File: config.mk
export PLATFORM = sky130hd
export DESIGN_NAME = txn_order_monitor
export DESIGN_NICKNAME = d
export VERILOG_FILES = /design/src/rtl/txn_order_pkg.sv /design/src/rtl/txn_order_table.sv /design/src/rtl/txn_order_ctrl.sv /design/src/rtl/txn_order_monitor.sv
export SDC_FILE = /design/constraint.sdc
export NUM_CORES = 2
export LEC_CHECK = 0
export ABC_AREA = 1
export ABC_CLOCK_PERIOD_IN_PS = 12420
export CAP_MARGIN = 20
export CORE_MARGIN = 5
export CORE_UTILIZATION = 50
export CTS_CLUSTER_DIAMETER = 50
export DETAILED_ROUTE_END_ITERATION = 6
export DONT_BUFFER_PORTS = 1
export SKIP_CTS_REPAIR_TIMING = 1
export SKIP_LAST_GASP = 1
export SYNTH_ARGS = -nofsm -noshare
export SYNTH_HDL_FRONTEND = slang
export SYNTH_SLANG_ARGS = --single-unit
File: constraint.sdc
create_clock -name clk -period 12.42 [get_ports clk]
set_input_delay 0 -clock clk [delete_from_list [all_inputs] [get_ports clk]]
set_output_delay 0 -clock clk [all_outputs]
set_load 0.05 [all_outputs]
File: src/rtl/txn_order_pkg.sv
package txn_order_pkg;

  // Strobes from the control to the table.
  typedef struct packed {
    logic capture;
    logic retire;
  } tblStrobe_t;

  // Lookup results from the table to the control.
  typedef struct packed {
    logic full;
    logic rspHit;
    logic seqMismatch;
    logic overlap;
  } tblStatus_t;

endpackage

File: src/rtl/txn_order_table.sv
module txn_order_table
  import txn_order_pkg::*;
#(
  parameter int DEPTH = 8,
  parameter int IDW   = 4,
  parameter int TAGW  = 4,
  parameter int AW    = 32,
  parameter int LENW  = 8,
  parameter int SIZEW = 3,
  parameter int SEQW  = 4
) (
  input  logic             clk,
  input  logic             rst_n,
  input  tblStrobe_t       strb,
  input  logic [IDW-1:0]   reqId,
  input  logic [AW-1:0]    reqAddr,
  input  logic [LENW-1:0]  reqLen,
  input  logic [SIZEW-1:0] reqSize,
  input  logic [TAGW-1:0]  reqTag,
  input  logic [IDW-1:0]   rspId,
  input  logic [TAGW-1:0]  rspTag,
  output tblStatus_t       stat
);
  localparam int IDN  = 1 << IDW;
  localparam int IDXW = (DEPTH > 1) ? $clog2(DEPTH) : 1;
  localparam int EAW  = AW + 1;   // one spare bit so the end address cannot wrap

  logic [DEPTH-1:0] entValid;
  logic [IDW-1:0]   entId    [DEPTH];
  logic [TAGW-1:0]  entTag   [DEPTH];
  logic [EAW-1:0]   entStart [DEPTH];
  logic [EAW-1:0]   entEnd   [DEPTH];
  logic [SEQW-1:0]  entSeq   [DEPTH];
  logic [SEQW-1:0]  issueCnt [IDN];
  logic [SEQW-1:0]  retireCnt[IDN];

  logic [EAW-1:0]   reqStartX, reqSpan, reqEndX;
  logic [DEPTH-1:0] hitVec, ovlVec;
  logic [IDXW-1:0]  hitIdx, freeIdx;

  assign reqStartX = {1'b0, reqAddr};
  assign reqSpan   = (EAW'(reqLen) + EAW'(1)) << reqSize;
  assign reqEndX   = reqStartX + reqSpan - EAW'(1);

  // One comparator set per entry: response match and range intersection.
  for (genvar g = 0; g < DEPTH; g++) begin : gEnt
    assign hitVec[g] = entValid[g] && (entId[g] == rspId) && (entTag[g] == rspTag);
    assign ovlVec[g] = entValid[g] && (entId[g] != reqId) &&
                       (entStart[g] <= reqEndX) && (reqStartX <= entEnd[g]);
  end

  // Lowest-index match and lowest-index free slot.
  always_comb begin
    hitIdx  = '0;
    freeIdx = '0;
    for (int i = DEPTH - 1; i >= 0; i--) begin
      if (hitVec[i])    hitIdx  = IDXW'(i);
      if (!entValid[i]) freeIdx = IDXW'(i);
    end
  end

  assign stat.full        = &entValid;
  assign stat.rspHit      = |hitVec;
  assign stat.overlap     = |ovlVec;
  assign stat.seqMismatch = entSeq[hitIdx] != retireCnt[rspId];

  always_ff @(posedge clk) begin
    if (!rst_n) begin
      entValid <= '0;
      for (int i = 0; i < DEPTH; i++) begin
        entId[i]    <= '0;
        entTag[i]   <= '0;
        entStart[i] <= '0;
        entEnd[i]   <= '0;
        entSeq[i]   <= '0;
      end
      for (int j = 0; j < IDN; j++) begin
        issueCnt[j]  <= '0;
        retireCnt[j] <= '0;
      end
    end else begin
      if (strb.retire) begin
        entValid[hitIdx]  <= 1'b0;
        retireCnt[rspId]  <= retireCnt[rspId] + SEQW'(1);
      end
      if (strb.capture) begin
        entValid[freeIdx] <= 1'b1;
        entId[freeIdx]    <= reqId;
        entTag[freeIdx]   <= reqTag;
        entStart[freeIdx] <= reqStartX;
        entEnd[freeIdx]   <= reqEndX;
        entSeq[freeIdx]   <= issueCnt[reqId];
        issueCnt[reqId]   <= issueCnt[reqId] + SEQW'(1);
      end
    end
  end

  // the control never writes into a full table.
  a_r6_capture_not_full: assert property (@(posedge clk) disable iff (!rst_n)
    strb.capture |-> !stat.full);

  // a capture leaves its slot valid on the next cycle.
  a_r1_capture_sets: assert property (@(posedge clk) disable iff (!rst_n)
    strb.capture |=> entValid[$past(freeIdx)]);

  // a retirement frees the matched slot.
  a_r1_retire_clears: assert property (@(posedge clk) disable iff (!rst_n)
    strb.retire |=> !entValid[$past(hitIdx)]);

  // only a matched response may retire.
  a_r5_retire_has_hit: assert property (@(posedge clk) disable iff (!rst_n)
    strb.retire |-> stat.rspHit);

endmodule

File: src/rtl/txn_order_ctrl.sv
module txn_order_ctrl
  import txn_order_pkg::*;
#(
  parameter int CNTW = 8
) (
  input  logic            clk,
  input  logic            rst_n,
  input  logic            clearErr,
  input  logic            reqFire,
  input  logic            rspFire,
  input  tblStatus_t      stat,
  output tblStrobe_t      strb,
  output logic            orderErr,
  output logic            unexpErr,
  output logic            overflowErr,
  output logic            hazardErr,
  output logic [CNTW-1:0] errCount
);
  localparam logic [CNTW-1:0] CNT_MAX = '1;

  logic evOrder, evUnexp, evOver, evHaz;
  logic [2:0]      evSum;
  logic [CNTW:0]   cntSum;
  logic [CNTW-1:0] cntNext;

  always_comb begin
    strb.capture = reqFire && !stat.full;
    strb.retire  = rspFire && stat.rspHit;
    evOrder      = strb.retire && stat.seqMismatch;
    evUnexp      = rspFire && !stat.rspHit;
    evOver       = reqFire && stat.full;
    evHaz        = strb.capture && stat.overlap;
    evSum        = {2'b0, evOrder} + {2'b0, evUnexp} + {2'b0, evOver} + {2'b0, evHaz};
    cntSum       = {1'b0, errCount} + (CNTW+1)'(evSum);
    cntNext      = (cntSum > {1'b0, CNT_MAX}) ? CNT_MAX : cntSum[CNTW-1:0];
  end

  always_ff @(posedge clk) begin
    if (!rst_n || clearErr) begin
      orderErr    <= 1'b0;
      unexpErr    <= 1'b0;
      overflowErr <= 1'b0;
      hazardErr   <= 1'b0;
      errCount    <= '0;
    end else begin
      orderErr    <= orderErr    | evOrder;
      unexpErr    <= unexpErr    | evUnexp;
      overflowErr <= overflowErr | evOver;
      hazardErr   <= hazardErr   | evHaz;
      errCount    <= cntNext;
    end
  end

  // flags hold without a clear.
  a_r8_sticky_order: assert property (@(posedge clk) disable iff (!rst_n)
    orderErr && !clearErr |=> orderErr);
  a_r8_sticky_hazard: assert property (@(posedge clk) disable iff (!rst_n)
    hazardErr && !clearErr |=> hazardErr);

  // a clear wins over same-cycle events.
  a_r8_clear_wins: assert property (@(posedge clk) disable iff (!rst_n)
    clearErr |=> (errCount == '0) && !orderErr && !unexpErr && !overflowErr && !hazardErr);

  // the counter holds at its ceiling and never steps down without a clear.
  a_r9_saturate_hold: assert property (@(posedge clk) disable iff (!rst_n)
    (errCount == CNT_MAX) && !clearErr |=> errCount == CNT_MAX);
  a_r9_no_decrease: assert property (@(posedge clk) disable iff (!rst_n)
    !clearErr |=> errCount >= $past(errCount));

  // an overflow flag only rises after a request met a full table.
  a_r6_overflow_cause: assert property (@(posedge clk) disable iff (!rst_n)
    $rose(overflowErr) |-> $past(reqFire && stat.full));

endmodule

File: src/rtl/txn_order_monitor.sv
module txn_order_monitor
  import txn_order_pkg::*;
#(
  parameter int IS_READ = 1,
  parameter int DEPTH   = 8,
  parameter int IDW     = 4,
  parameter int TAGW    = 4,
  parameter int AW      = 32,
  parameter int LENW    = 8,
  parameter int SIZEW   = 3,
  parameter int CNTW    = 8
) (
  input  logic             clk,
  input  logic             rst_n,
  input  logic             clearErr,
  input  logic             reqValid,
  input  logic             reqReady,
  input  logic [IDW-1:0]   reqId,
  input  logic [AW-1:0]    reqAddr,
  input  logic [LENW-1:0]  reqLen,
  input  logic [SIZEW-1:0] reqSize,
  input  logic [TAGW-1:0]  reqTag,
  input  logic             rspValid,
  input  logic             rspReady,
  input  logic [IDW-1:0]   rspId,
  input  logic [TAGW-1:0]  rspTag,
  input  logic             rspLast,
  output logic             orderErr,
  output logic             unexpErr,
  output logic             overflowErr,
  output logic             hazardErr,
  output logic [CNTW-1:0]  errCount
);
  // Sequence numbers cover every slot of one ID plus one wrap bit.
  localparam int   SEQW        = $clog2(DEPTH) + 1;
  localparam logic IGNORE_LAST = (IS_READ == 0);

  tblStrobe_t strb;
  tblStatus_t stat;
  logic reqFire, rspFire;

  assign reqFire = reqValid && reqReady;
  assign rspFire = rspValid && rspReady && (rspLast || IGNORE_LAST);

  txn_order_table #(
    .DEPTH(DEPTH), .IDW(IDW), .TAGW(TAGW), .AW(AW),
    .LENW(LENW), .SIZEW(SIZEW), .SEQW(SEQW)
  ) u_table (
    .clk(clk), .rst_n(rst_n), .strb(strb),
    .reqId(reqId), .reqAddr(reqAddr), .reqLen(reqLen), .reqSize(reqSize), .reqTag(reqTag),
    .rspId(rspId), .rspTag(rspTag), .stat(stat)
  );

  txn_order_ctrl #(.CNTW(CNTW)) u_ctrl (
    .clk(clk), .rst_n(rst_n), .clearErr(clearErr),
    .reqFire(reqFire), .rspFire(rspFire), .stat(stat), .strb(strb),
    .orderErr(orderErr), .unexpErr(unexpErr), .overflowErr(overflowErr),
    .hazardErr(hazardErr), .errCount(errCount)
  );

  // in read mode a non-last beat never retires an entry.
  a_r2_nonlast_idle: assert property (@(posedge clk) disable iff (!rst_n)
    (IS_READ != 0) && !rspLast |-> !strb.retire);

endmodule

# Word-level counts from Yosys, hierarchy flattened
# Memory sizes are Yosys's and may differ from the RTL's.
# Index checks and enable logic that the tools add are counted.
[word_totals]
register_bits = 20
latchBits = 0
mem_bits_rw = 744
romBits = 0
mem_count = 7
[mem_list]
columns = ["name", "words", "width", "rd", "rd_ports_with_merged_regs", "wr", "line", "text"]
rows = [
  ["u_table.entEnd", 8, 33, 8, 0, 8, "txn_order_table.sv:32", "logic [EAW-1:0] entEnd [DEPTH];"],
  ["u_table.entStart", 8, 32, 8, 0, 8, "txn_order_table.sv:31", "logic [EAW-1:0] entStart [DEPTH];"],
  ["u_table.issueCnt", 16, 4, 1, 0, 16, "txn_order_table.sv:34", "logic [SEQW-1:0] issueCnt [IDN];"],
  ["u_table.retireCnt", 16, 4, 1, 0, 16, "txn_order_table.sv:35", "logic [SEQW-1:0] retireCnt[IDN];"],
  ["u_table.entId", 8, 4, 8, 0, 8, "txn_order_table.sv:29", "logic [IDW-1:0] entId [DEPTH];"],
  ["u_table.entSeq", 8, 4, 1, 0, 8, "txn_order_table.sv:33", "logic [SEQW-1:0] entSeq [DEPTH];"],
  ["1 more memories", "n/a", "n/a", "n/a", "n/a", "n/a", "n/a", ""],
]
[classes]
add_sub_neg = 9
mul = 0
n_div = 0
n_lt_le_gt_ge = 21
n_eq_ne = 25
shifts = 1
muxes = 52
bitwise_logic = 7
n_reduce_logical = 65
[ops]
columns = ["cell", "n"]
rows = [
  ["$le A32 B33 Y1", 8],
  ["$le A33 B33 Y1", 8],
  ["$eq A4 B4 Y1", 16],
  ["$mux W3", 21],
  ["$logic_and A1 B1 Y1", 51],
  ["$ne A4 B4 Y1", 9],
  ["$add A32 B33 Y33", 1],
  ["$mux W33", 1],
  ["$reduce_or A33 Y1", 1],
  ["$shl A33 B3 Y33", 1],
  ["$sub A33 B1 Y33 const B", 1],
  ["$mux W32", 1],
  ["$mux W8", 4],
  ["$reduce_or A32 Y1", 1],
  ["$mux W4", 7],
  ["$reduce_or A4 Y1", 5],
  ["$mux W1", 16],
  ["$reduce_or A8 Y1", 2],
  ["$add A8 B1 Y9 const B", 1],
  ["$add A8 B3 Y9", 1],
  ["$gt A9 B8 Y1 const B", 1],
  ["$add A4 B1 Y4 const B", 2],
  ["$and A8 B8 Y8", 1],
  ["$lt A3 B4 Y1 const B", 2],
  ["other kinds (10)", 18],
]

# Depth between registers and ports, before layout
# An unclocked memory read counts as a cell.
[logic_depth]
ltp_word = 22
depth_mapped = 55
mapped_depth_nobuf = 55

# Modules after synthesis
# A second synthesis with hierarchy kept.
[unflattened]
cells_unflattened = 5016
area_unflattened_um2 = 46219.3
[by_module_without_submodules]
columns = ["module", "n_inst", "cells_each", "area_each_um2", "seq_area_each_um2"]
rows = [
  ["txn_order_table", 1, 4926, 45529.9, 22501.6],
  ["txn_order_ctrl", 1, 85, 668.1, 240.2],
  ["txn_order_monitor", 1, 5, 21.3, 0.0],
]

# Worst setup path after synthesis
# Ideal clock, no wire load.
[synth_timing]
path_type = "input-to-reg"
from = "in reqLen[0]"
to = "reg u_ctrl.errCount[5]"
arrival_ns = 6.827
path_slack_ns = 5.536
path_stages = 48
path_buffers = 0
path_cell_list = "nand3_1 > nand3b_1 > nand3b_1 > xor2_1 > o21ai_0 > mux2i_1 > or2_2 > ha_1 > inv_1 > ha_1 > nand2_2 > inv_1 > nand2_1 > nor2_1 > nor2_1 > nand2_1 > nand2_1 > nor2_1 > (+12 left out) > nand2_1 > nor2_1 > nand2_1 > nand2_2 > fa_1 > inv_1 > ha_1 > inv_1 > fa_1 > nor2_1 > o21ai_0 > nor2_1 > nand2_1 > nor2_1 > nand2_1 > o21ai_0 > o21ai_0 > inv_1"
[synth_between]
elab_chain_len = 13
word_cells_on_any_way = 34
classes_between = "add/sub: 5; order compare: 9; shift: 1; mux: 1; reduce/logical: 18"
[synth_rtl]
columns = ["item", "line", "text"]
rows = [
  ["from (decl)", "txn_order_monitor.sv:20", "input logic [LENW-1:0] reqLen,"],
  ["$add A8 B1 Y9 *", "txn_order_table.sv:42", "assign reqSpan = (EAW'(reqLen) + EAW'(1)) << reqSize;"],
  ["$shl A33 B3 Y33 *", "txn_order_table.sv:42", ""],
  ["$add A32 B33 Y33 *", "txn_order_table.sv:43", "assign reqEndX = reqStartX + reqSpan - EAW'(1);"],
  ["$sub A33 B1 Y33 *", "txn_order_table.sv:43", ""],
  ["$le A33 B33 Y1", "txn_order_table.sv:49", "(entStart[g] <= reqEndX) && (reqStartX <= entEnd[g]);"],
  ["$logic_and A1 B1 Y1", "txn_order_table.sv:48", "assign ovlVec[g] = entValid[g] && (entId[g] != reqId) &&"],
  ["$logic_and A1 B1 Y1", "txn_order_table.sv:49", ""],
  ["$reduce_or A8 Y1 *", "txn_order_table.sv:64", "assign stat.overlap = |ovlVec;"],
  ["$logic_and A1 B1 Y1 *", "txn_order_ctrl.sv:32", "evHaz = strb.capture && stat.overlap;"],
  ["$add A3 B1 Y3 *", "txn_order_ctrl.sv:33", "evSum = {2'b0, evOrder} + {2'b0, evUnexp} + {2'b0, evOver} + {2'b0, evHaz};"],
  ["$add A8 B3 Y9 *", "txn_order_ctrl.sv:34", "cntSum = {1'b0, errCount} + (CNTW+1)'(evSum);"],
  ["$gt A9 B8 Y1", "txn_order_ctrl.sv:35", "cntNext = (cntSum > {1'b0, CNT_MAX}) ? CNT_MAX : cntSum[CNTW-1:0];"],
  ["$mux W8 *", "txn_order_ctrl.sv:35", ""],
  ["to (signal assigned)", "txn_order_ctrl.sv:50", "errCount <= cntNext;"],
  ["to (decl)", "txn_order_ctrl.sv:17", "output logic [CNTW-1:0] errCount"],
]
# Every way passes the cells marked *; elsewhere a longest branch is shown, timed or not.
# A chain may end at the register's enable or synchronous reset.

# Worst setup path in the final report
[layout_timing]
from = "in reqAddr[3]"
to = "reg u_ctrl.errCount[5]"
[layout_between]
elab_chain_len = 11
word_cells_on_any_way = 40
classes_between = "add/sub: 4; order compare: 17; mux: 1; reduce/logical: 18"
[layout_rtl]
columns = ["item", "line", "text"]
rows = [
  ["from (decl)", "txn_order_monitor.sv:19", "input logic [AW-1:0] reqAddr,"],
  ["$add A32 B33 Y33", "txn_order_table.sv:43", ""],
  ["$sub A33 B1 Y33", "txn_order_table.sv:43", ""],
  ["$le A33 B33 Y1", "txn_order_table.sv:49", ""],
  ["$logic_and A1 B1 Y1", "txn_order_table.sv:48", ""],
  ["$logic_and A1 B1 Y1", "txn_order_table.sv:49", ""],
  ["$reduce_or A8 Y1 *", "txn_order_table.sv:64", ""],
  ["$logic_and A1 B1 Y1 *", "txn_order_ctrl.sv:32", ""],
  ["$add A3 B1 Y3 *", "txn_order_ctrl.sv:33", ""],
  ["$add A8 B3 Y9 *", "txn_order_ctrl.sv:34", ""],
  ["$gt A9 B8 Y1", "txn_order_ctrl.sv:35", ""],
  ["$mux W8 *", "txn_order_ctrl.sv:35", ""],
]
# Marked as above.

==> flow_summary.json <==
{
  "synth_top_area_frac": 0.484,
  "grt_pass1_vias": 34500,
  "syn_inst": 4926,
  "synthMuxAreaShare": 0.000868,
  "routedWlPerCell_um": 22.4,
  "cp_data_required_time_ns": 13.07,
  "arrival_ns": 8.24,
  "fin_nets": 5586,
  "achievable-frequency_mhz": 132,
  "die_y_um": 314,
  "power_w": 0.00783,
  "cpPeakStageDelay_ns": 0.56,
  "setup_tns_ns": 0,
  "routabilityCongestion": 0.979,
  "hold_class": "in2reg",
  "hold_ws_ns": -0.0372,
  "yosysWarnings": 0,
  "async_reset_ff_frac": 0,
  "startpoint_type": "input pin",
  "place.port_buffers": 0,
  "synth_top_family_by_area": "simple AND/OR/NAND/NOR gates",
  "rows": 111,
  "n_antenna_cell": 0,
  "synth_nets": 5507,
  "dpl.cell_count": 6021,
  "clk_latency_ns": 0.71,
  "cts-htree-levels": 3,
  "crit_top_cell": "nand2_1",
  "routed_via_density": 5.72,
  "slew_headroom": 0.235,
  "syn-mean-instance-area_um2": 9.37,
  "fin_crit_ns": 7.60,
  "leakage_nw": 22.5,
  "yosysSeqAreaShare": 0.493,
  "clk_pin_slew_ns": 0.06,
  "numCtsBuffers": 108,
  "hpwl_mm": 95.8,
  "ys.flop_type": "edfxtp_1",
  "worst_slew_pin_slew_ns": 1.15,
  "core_um2": 91700,
  "cp_num_buf_inv": 7,
  "clk_path_buf_depth": 3,
  "drive_above_1_share": 0.0734,
  "antenna_left": 0,
  "cts_sinks": 764,
  "drv_cap": 0,
  "grt_first_pass_wirelength_mm": 208,
  "clock-root-buffer": "clkbuf_16",
  "synth_common_cells": "nor2_1 (979), nand2_1 (766), edfxtp_1 (744), inv_1 (537), ha_1 (511)",
  "drc": 0,
  "r2r_setup_slack_ns": 6.32,
  "grt_usage": 0.276,
  "yosys.area.top_type": "edfxtp_1",
  "grt_max_degree": 80,
  "post-route-util": 0.567,
  "num_io_pins": 79,
  "fin_skew_ns": 0.0668,
  "yosys.area_share.adder": 0.140,
  "dieArea_um2": 98500,
  "synth_area_leaders": "edfxtp_1 (48%), ha_1 (14%), nor2_1 (8.0%)",
  "finalWirelength_mm": 141,
  "end_kind": "flip-flop",
  "cts_tree": "built",
  "setup_viol": 0,
  "dr.pass1.iters": 7,
  "period_share": 0.612,
  "antenna_found_initial": 0,
  "die_w_um": 314,
  "rsz0062_at_grt": "no",
  "syn2layout_area_growth_pct": 12.6,
  "irDropWorstVdd_mv": 0.115,
  "synth.most_common_cell": "nor2_1",
  "fillers": 7953,
  "gr-total-overflow": 0,
  "outcome": "finished, violations left",
  "fin_cells": 6283,
  "start_util": 0.504,
  "synth-edff-count": 744,
  "hold_viol_final": 19,
  "cpLargestDelayFamily": "simple AND/OR/NAND/NOR gates",
  "synth-simple-area-share": 0.219,
  "drt_iter0_markers": 3470,
  "violations": "hold timing",
  "critical_path.slowest_cell": "dlygate4sd3_1",
  "synthXorXnorAreaFrac": 0.0199,
  "synth_area_um2": 46200,
  "cellPowerDensity_nw_per_um2": 151,
  "critical_path_class": "in2reg",
  "synth-seq-cells": 764,
  "synth_cell_types": 72,
  "path_max_fanout": 13,
  "synth_compound_area_frac": 0.0651,
  "num_vias": 35900,
  "slew_violations": 0
}
## final timing paths
path,startpoint,endpoint,cells past startpoint
max reg2reg,u_table.entTag[2][2]$_SDFFCE_PN0P_,u_ctrl.errCount[5]$_SDFF_PP0_,34
min reg2reg,u_table.entValid[3]$_SDFF_PN0_,u_table.entValid[3]$_SDFF_PN0_,2
max,reqAddr[3],u_ctrl.errCount[5]$_SDFF_PP0_,44
min,rspId[1],u_table.retireCnt[0][0]$_SDFFCE_PN0P_,5
## layout make-up
cell class / instances / area, um2 / share of cell area
Tap cell: 1186 / 1480 / 0.0286
Timing Repair Buffer: 103 / 963 / 0.0185
Clock buffer: 124 / 2840 / 0.0546
Sequential cell: 764 / 22700 / 0.438
Inverter: 589 / 2210 / 0.0426
Clock inverter: 78 / 857 / 0.0165
Multi-Input combinational cell: 3439 / 20900 / 0.402
## routing by layer
| layer | track usage | up-vias | wire length (um) |
|---|---|---|---|
| met4 | 0.101 | 0 | 5600 |
| li1 | - | 17000 | - |
| met2 | 0.447 | 1383 | 63700 |
| met5 | 0 | - | 0 |
| met1 | 0.381 | 17200 | 60400 |
| met3 | 0.0388 | 284 | 11000 |
## worst register-to-register path, delay by kind of cell (launching register included)
family | cells | cell delay, ns
adder cells (fa/ha/maj) | 4 | 1.26
AND/OR/NAND/NOR | 20 | 3.23
XOR/XNOR | 1 | 0.14
AO/OA/AOI/OAI | 3 | 0.36
buffers and inverters | 6 | 0.69
flip-flops | 1 | 0.37
## flip-flops by register name, summed over array words and instances, names as in the netlist
signal	cells
u_ctrl.hazardErr	1
u_table.entSeq	32
u_table.issueCnt	64
u_ctrl.errCount	8
u_table.entValid	8
u_ctrl.unexpErr	1
u_table.entEnd	264
u_table.retireCnt	64
u_table.entId	32
u_table.entStart	256
u_ctrl.orderErr	1
u_table.entTag	32
u_ctrl.overflowErr	1
## per-stage QoR
stage | setup WS (ns) | hold slack (ns) | area, um2
CTS | 4.95 | -0.598 | 51300
finish | 4.82 | -0.0372 | 52000
global route | 4.08 | 0.00263 | 52000
global placement | 4.28 | 0.148 | 47600
floorplan | 5.54 | 0.190 | 46200
detailed placement | 4.22 | 0.154 | 47600
## logic make-up (layout without fill, tap and decap cells)
family,after synthesis,count (layout)
muxes,4,4
AOI/OAI and AO/OA,495,495
xor gates and xnor gates,103,103
and+or+nand+nor,2323,2323
buffers and inverters,723,894
adders and majority gates,514,514
DFF,764,764
## cell usage in the layout, fill, tap and decap left out, types with 8 or more instances in the layout
| master | Yosys | final |
|---|---|---|
| inv_1 | 537 | 537 |
| ha_1 | 511 | 511 |
| a22oi_1 | 33 | 33 |
| a21o_1 | 8 | 8 |
| o21a_1 | 22 | 22 |
| bufinv_16 | 0 | 11 |
| xnor2_1 | 17 | 8 |
| nor2_1 | 979 | 979 |
| nor4_1 | 25 | 25 |
| o21ai_0 | 76 | 76 |
| nand2_1 | 766 | 752 |
| o41ai_1 | 8 | 8 |
| xor2_2 | 2 | 8 |
| a31oi_1 | 35 | 35 |
| dfxtp_1 | 20 | 20 |
| clkbuf_16 | 0 | 110 |
| nand4_1 | 99 | 99 |
| inv_2 | 16 | 16 |
| edfxtp_1 | 744 | 744 |
| and3_1 | 10 | 10 |
| clkinv_1 | 35 | 49 |
| o211ai_1 | 14 | 14 |
| clkinv_2 | 0 | 16 |
| clkbuf_1 | 87 | 11 |
| o21ai_1 | 13 | 13 |
| buf_4 | 14 | 43 |
| a21oi_1 | 215 | 215 |
| inv_6 | 0 | 12 |
| nand3_2 | 13 | 13 |
| nand3b_1 | 39 | 39 |
| xor2_1 | 84 | 77 |
| nor2_2 | 11 | 11 |
| clkinv_4 | 0 | 9 |
| nand3_1 | 229 | 227 |
| o21bai_1 | 10 | 10 |
| dlygate4sd3_1 | 0 | 57 |
| nor3_1 | 69 | 69 |
| a211oi_1 | 15 | 15 |
| nand2_2 | 29 | 29 |
| nand2_4 | 9 | 23 |
## where the power goes
group	leakage [nW]	internal [W]	switching, W
logic	12.8	0.000517	0.00120
clock network	1.81	0.00189	0.00126
registers	7.86	0.00292	0.0000367
total	22.5	0.00533	0.00250
(Power assumes the default switching activity.)
